--- config.mk ---
export PLATFORM = sky130hd
export DESIGN_NAME = trim_tick_gen
export DESIGN_NICKNAME = d
export VERILOG_FILES = /design/src/rtl/trim_pkg.sv /design/src/rtl/trim_cfg_decode.sv /design/src/rtl/trim_window_seq.sv /design/src/rtl/trim_prescaler.sv /design/src/rtl/trim_tick_gen.sv
export SDC_FILE = /design/constraint.sdc
export NUM_CORES = 1
export LEC_CHECK = 0
export BUFFER_PORTS_ARGS = -buffer_cell sky130_fd_sc_hd__clkbuf_2
export CORE_MARGIN = 8
export CORE_UTILIZATION = 59
export CTS_CLUSTER_DIAMETER = 60
export DETAILED_ROUTE_END_ITERATION = 16
export PLACE_DENSITY_LB_ADDON = 0.05
export SYNTH_ARGS = -nofsm -noshare
export SYNTH_HDL_FRONTEND = slang
export SYNTH_HIERARCHICAL = 1
export SYNTH_SLANG_ARGS = --single-unit
--- constraint.sdc ---
create_clock -name clk -period 5.1 [get_ports clk]
set_clock_uncertainty 0.2 [all_clocks]
set_input_delay 0.255 -clock clk [delete_from_list [all_inputs] [get_ports clk]]
set_output_delay 0.255 -clock clk [all_outputs]
set_load 0.02 [all_outputs]
--- src/rtl/trim_pkg.sv ---
package trim_pkg;

  localparam int CFG_W       = 16;
  localparam int MAG_W       = 8;
  localparam int SLOT_LOG    = 8;
  localparam int PAT_W       = 7;
  localparam int MODE_BIT    = 15;
  localparam int SIGN_BIT    = 7;

  localparam logic [PAT_W-1:0] PAT_POS = 7'b0100000;
  localparam logic [PAT_W-1:0] PAT_NEG = 7'b0011111;
  localparam logic [CFG_W-1:0] NOMINAL_WORD = 16'h2000;

  typedef struct packed {
    logic             valid;
    logic             fast;
    logic             coarse;
    logic [MAG_W-1:0] mag;
  } trim_cfg_t;

endpackage

--- src/rtl/trim_cfg_decode.sv ---
module trim_cfg_decode
  import trim_pkg::*;
(
  input  logic [CFG_W-1:0] word_i,
  output trim_cfg_t        cfg_o
);

  logic             neg;
  logic [PAT_W-1:0] want_pat;
  logic [MAG_W-1:0] raw;

  always_comb begin
    neg      = word_i[SIGN_BIT];
    raw      = word_i[MAG_W-1:0];
    want_pat = neg ? PAT_NEG : PAT_POS;
    cfg_o.valid  = (word_i[MODE_BIT-1 -: PAT_W] == want_pat);
    cfg_o.fast   = neg;
    cfg_o.coarse = word_i[MODE_BIT];
    cfg_o.mag    = neg ? (~raw + 1'b1) : raw;
  end

endmodule

--- src/rtl/trim_window_seq.sv ---
module trim_window_seq
  import trim_pkg::*;
#(
  parameter int FINE_WIN_LOG   = 20,
  parameter int COARSE_WIN_LOG = 18
) (
  input  logic      clk,
  input  logic      rst,
  input  logic      en_i,
  input  trim_cfg_t nxt_cfg_i,
  output trim_cfg_t act_cfg_o,
  output logic      wrap_o,
  output logic      adj_req_o,
  output logic      adj_fast_o
);

  localparam int FINE_OFS   = FINE_WIN_LOG - SLOT_LOG;
  localparam int COARSE_OFS = COARSE_WIN_LOG - SLOT_LOG;

  logic [FINE_WIN_LOG-1:0] win_q;
  trim_cfg_t               act_q;
  logic [SLOT_LOG-1:0]     slot_idx;
  logic                    slot_head;
  logic                    fine_end;
  logic                    coarse_end;

  always_comb begin
    fine_end   = (win_q == '1);
    coarse_end = (win_q[COARSE_WIN_LOG-1:0] == '1);
    if (act_q.coarse) begin
      slot_idx  = win_q[COARSE_WIN_LOG-1 -: SLOT_LOG];
      slot_head = (win_q[COARSE_OFS-1:0] == '0);
      wrap_o    = coarse_end;
    end else begin
      slot_idx  = win_q[FINE_WIN_LOG-1 -: SLOT_LOG];
      slot_head = (win_q[FINE_OFS-1:0] == '0);
      wrap_o    = fine_end;
    end
    adj_req_o  = act_q.valid && slot_head &&
                 ({1'b0, slot_idx} < {1'b0, act_q.mag});
    adj_fast_o = act_q.fast;
  end

  always_ff @(posedge clk) begin
    if (rst) begin
      win_q <= '0;
      act_q <= '0;
    end else if (en_i) begin
      if (wrap_o) begin
        win_q <= '0;
        act_q <= nxt_cfg_i;
      end else begin
        win_q <= win_q + 1'b1;
      end
    end
  end

  assign act_cfg_o = act_q;

endmodule

--- src/rtl/trim_prescaler.sv ---
module trim_prescaler #(
  parameter int DIV   = 32768,
  parameter int CNT_W = $clog2(DIV + 2)
) (
  input  logic             clk,
  input  logic             rst,
  input  logic             en_i,
  input  logic             adj_req_i,
  input  logic             adj_fast_i,
  output logic [CNT_W-1:0] cnt_o,
  output logic             tick_o
);

  localparam logic [CNT_W-1:0] DIV_C = CNT_W'(DIV);

  logic [CNT_W-1:0] cnt_q;
  logic [CNT_W-1:0] step;
  logic [CNT_W-1:0] sum;
  logic             tick_q;

  always_comb begin
    if (adj_req_i) step = adj_fast_i ? CNT_W'(2) : CNT_W'(0);
    else           step = CNT_W'(1);
    sum = cnt_q + step;
  end

  always_ff @(posedge clk) begin
    if (rst) begin
      cnt_q  <= '0;
      tick_q <= 1'b0;
    end else if (en_i) begin
      if (sum >= DIV_C) begin
        cnt_q  <= sum - DIV_C;
        tick_q <= 1'b1;
      end else begin
        cnt_q  <= sum;
        tick_q <= 1'b0;
      end
    end else begin
      tick_q <= 1'b0;
    end
  end

  assign cnt_o  = cnt_q;
  assign tick_o = tick_q;

endmodule

--- src/rtl/trim_tick_gen.sv ---
module trim_tick_gen
  import trim_pkg::*;
#(
  parameter int DIV            = 32768,
  parameter int FINE_WIN_LOG   = 20,
  parameter int COARSE_WIN_LOG = 18
) (
  input  logic             clk,
  input  logic             rst,
  input  logic             en_i,
  input  logic             wr_i,
  input  logic [CFG_W-1:0] wdata_i,
  output logic             tick_o
);

  localparam int CNT_W = $clog2(DIV + 2);

  logic [CFG_W-1:0] pend_q;
  trim_cfg_t        nxt_cfg;
  trim_cfg_t        act_cfg;
  logic             wrap;
  logic             adj_req;
  logic             adj_fast;
  logic [CNT_W-1:0] pre_cnt;

  always_ff @(posedge clk) begin
    if (rst)       pend_q <= NOMINAL_WORD;
    else if (wr_i) pend_q <= wdata_i;
  end

  trim_cfg_decode u_dec (
    .word_i (pend_q),
    .cfg_o  (nxt_cfg)
  );

  trim_window_seq #(
    .FINE_WIN_LOG   (FINE_WIN_LOG),
    .COARSE_WIN_LOG (COARSE_WIN_LOG)
  ) u_seq (
    .clk        (clk),
    .rst        (rst),
    .en_i       (en_i),
    .nxt_cfg_i  (nxt_cfg),
    .act_cfg_o  (act_cfg),
    .wrap_o     (wrap),
    .adj_req_o  (adj_req),
    .adj_fast_o (adj_fast)
  );

  trim_prescaler #(
    .DIV   (DIV),
    .CNT_W (CNT_W)
  ) u_pre (
    .clk        (clk),
    .rst        (rst),
    .en_i       (en_i),
    .adj_req_i  (adj_req),
    .adj_fast_i (adj_fast),
    .cnt_o      (pre_cnt),
    .tick_o     (tick_o)
  );

endmodule

==> results.json <==
{
  "outcome": "complete, no violations",
  "end_kind": "flop",
  "vdd_drop_max_v": 0.000188,
  "grt_use_total_pct": 15.3,
  "r2r_slack_ps": 1300,
  "switching_share_pct": 23.9,
  "place.detailed.hpwl_mm": 4.06,
  "clock_latency_ps": 330,
  "totalWireLength_mm": 5.83,
  "routed_via_density": 5.28,
  "worstHoldPathType": "input port to flop",
  "p_clk_share_pct": 41.5,
  "drive_above_1_share_pct": 15.8,
  "grt_use_met3_pct": 3.24,
  "synthCells": 350,
  "hold_depth": 2,
  "use_met1_pct": 19.2,
  "die_w_um": 90.4,
  "dpl_cell_area_um2": 3330,
  "clock-sinks": 64,
  "tritoncts": "yes",
  "cts_setup_buffers": 0,
  "worstSetupStartpoint": "u_seq/act_cfg_o[8]$_SDFFE_PP0P_",
  "relSlewSlack_pct": 56.1,
  "rsz0062_at_grt": "false",
  "max_clock_freq_mhz": 263,
  "grt_pass1_wl_mm": 10.5,
  "pwr-share-seq_pct": 51.3,
  "cp_slowest_cell": "dfxtp_1",
  "yosys_warnings": 6,
  "min_from": "en_i",
  "worstReg2RegEnd": "u_pre/cnt_o[14]$_SDFFE_PP0P_",
  "grt_overflow": 0,
  "p_comb_share_pct": 7.1,
  "hold_viol": 0,
  "dr_total_vias": 2414,
  "synthesis.nets": 383,
  "reg2reg_from": "u_seq/act_cfg_o[8]$_SDFFE_PP0P_",
  "grt_max_degree": 52,
  "design_area_um2": 3690,
  "clkSlewWorstSetupHoldPaths_ps": 70,
  "cp_slowest_stage_delay_ps": 580,
  "cts_resized": 0,
  "grt_pass1_vias": 2399,
  "met2_usage_pct": 24.3,
  "die_h_um": 90.4,
  "nets": 413,
  "drc": 0,
  "cts_max_level": 3,
  "syn_to_final_growth_pct": 12.9,
  "hold_buffers": 16,
  "max_cap_violations": 0,
  "wl_per_cell_um": 12.8,
  "cp_cell_sequence": "mux2_2, ha_1, and3_1, a221oi_1, o2111ai_1, a31oi_1, nand2_1, fa_1, and3b_1, nand3_1, or3_1, a21oi_1",
  "worst_slew_pin_slew_ps": 657,
  "final_max_slew_viol_count": 0,
  "ff2ff_path_depth": 12,
  "cts_made_buffers": 9,
  "num_antenna_cells": 0,
  "drtPass1Iterations": 4,
  "crit_fanout": 11,
  "start_kind": "flop",
  "grt.busiest_layer": "met2",
  "drt_first_iter_violations": 95,
  "required_ps": 5160,
  "row_count": 27,
  "syn_area_um2": 3270,
  "postRouteAntennaNets": 0,
  "portBuffers": 20,
  "place_congestion": 0.814,
  "core-area_um2": 5440,
  "ios": 21,
  "period_needed_ps": 3800,
  "p_int_uw": 774,
  "dieArea_um2": 8170,
  "cts.path.max_buffers": 2,
  "hold_end": "u_pre/cnt_o[15]$_SDFFE_PP0P_",
  "setup-violations-final": 0,
  "power.density_nw_per_um2": 276,
  "p_leak_nw": 1.54,
  "antenna_found_initial": 0,
  "avgSynthCellArea_um2": 9.33,
  "ff_latch_area_um2": 1280,
  "post-route-period-util_pct": 74.5,
  "critical_path_class": "flop to flop",
  "cp.arrival_ps": 3860,
  "final_util_pct": 67.8,
  "fillers": 433,
  "switchingPower_uw": 242,
  "multi_input_area_um2": 1780,
  "initial_utilization_pct": 60.1,
  "cts_root_buf": "clkbuf_8",
  "fin_setup_tns_ps": 0
}
through the flow:
stage | power, mW | hold WS (ps) | cells | setup slack, ps
after global routing | 1.06 | 172 | 457 | 1040
after detailed placement | 0.597 | 284 | 425 | 1320
after CTS | 1.03 | 144 | 457 | 1310
after floorplan | 0.584 | 124 | 350 | 1480
after global placement | 0.594 | 256 | 425 | 1440
final | 1.02 | 149 | 457 | 1300
cell usage in the layout (no fill, tap or decap), drive strengths merged, types with 2 or more instances in the layout:
cell type / n
nand2b: 4
ha: 12
a211o: 2
o21ai: 6
nor2: 62
dfxtp: 64
nor3: 6
nand3: 8
nor2b: 5
mux2: 9
nor4: 4
nand4: 13
clkbuf: 29
clkinv: 4
or4: 2
clkinvlp: 2
xnor2: 16
nor4b: 3
inv: 19
nand2: 19
a21oi: 8
dlygate4sd3: 16
mux2i: 28
xor2: 16
and3: 4
or3: 5
nand3b: 2
how the worst max path moves through the flow:
stage                                   endpoint  slack [ps]  depth (start not counted)
floorplan           u_pre/cnt_o[14]$_SDFFE_PP0P_        1480                         14
global placement    u_pre/cnt_o[14]$_SDFFE_PP0P_        1440                         12
detailed placement  u_pre/cnt_o[14]$_SDFFE_PP0P_        1320                         12
CTS                 u_pre/cnt_o[14]$_SDFFE_PP0P_        1310                         12
global route        u_pre/cnt_o[14]$_SDFFE_PP0P_        1040                         12
finish              u_pre/cnt_o[14]$_SDFFE_PP0P_        1300                         12
worst max-delay path: cells and delay by family, from the launching register on:
| family | cells | cell delay (ps) |
|---|---|---|
| compound gates | 4 | 760 |
| fa+ha+maj | 2 | 710 |
| flops | 1 | 580 |
| mux | 1 | 390 |
| simple gates | 5 | 1090 |
layout make-up:
class	instances	area share (%)
multi-input combinational	249	48.3
sequential	64	34.7
timing repair buffer	37	7.26
clock buffer	9	3.36
tap	72	2.44
clock inverter	7	1.97
inverter	19	1.93
power groups by stage:
stage	sequential, mW	clock, mW	combinational (mW)
global placement	0.533	0	0.0618
finish	0.521	0.422	0.0726
floorplan	0.529	0	0.0547
CTS	0.522	0.431	0.0730
global route	0.523	0.455	0.0806
detailed placement	0.533	0	0.0634
registers in the layout (all words and copies together), names as in the netlist:
signal,cells
u_pre/tick_o,1
pend_q,16
u_pre/cnt_o,16
u_seq/adj_fast_o,1
u_seq/win_q,20
u_seq/act_cfg_o,10
metal layers:
layer  share of wire, %  routed length, um
met1                 49               2860
met3                3.8                224
met5                  0                  0
met2                 45               2640
met4                1.7                 99
(Power assumes the default switching activity.)
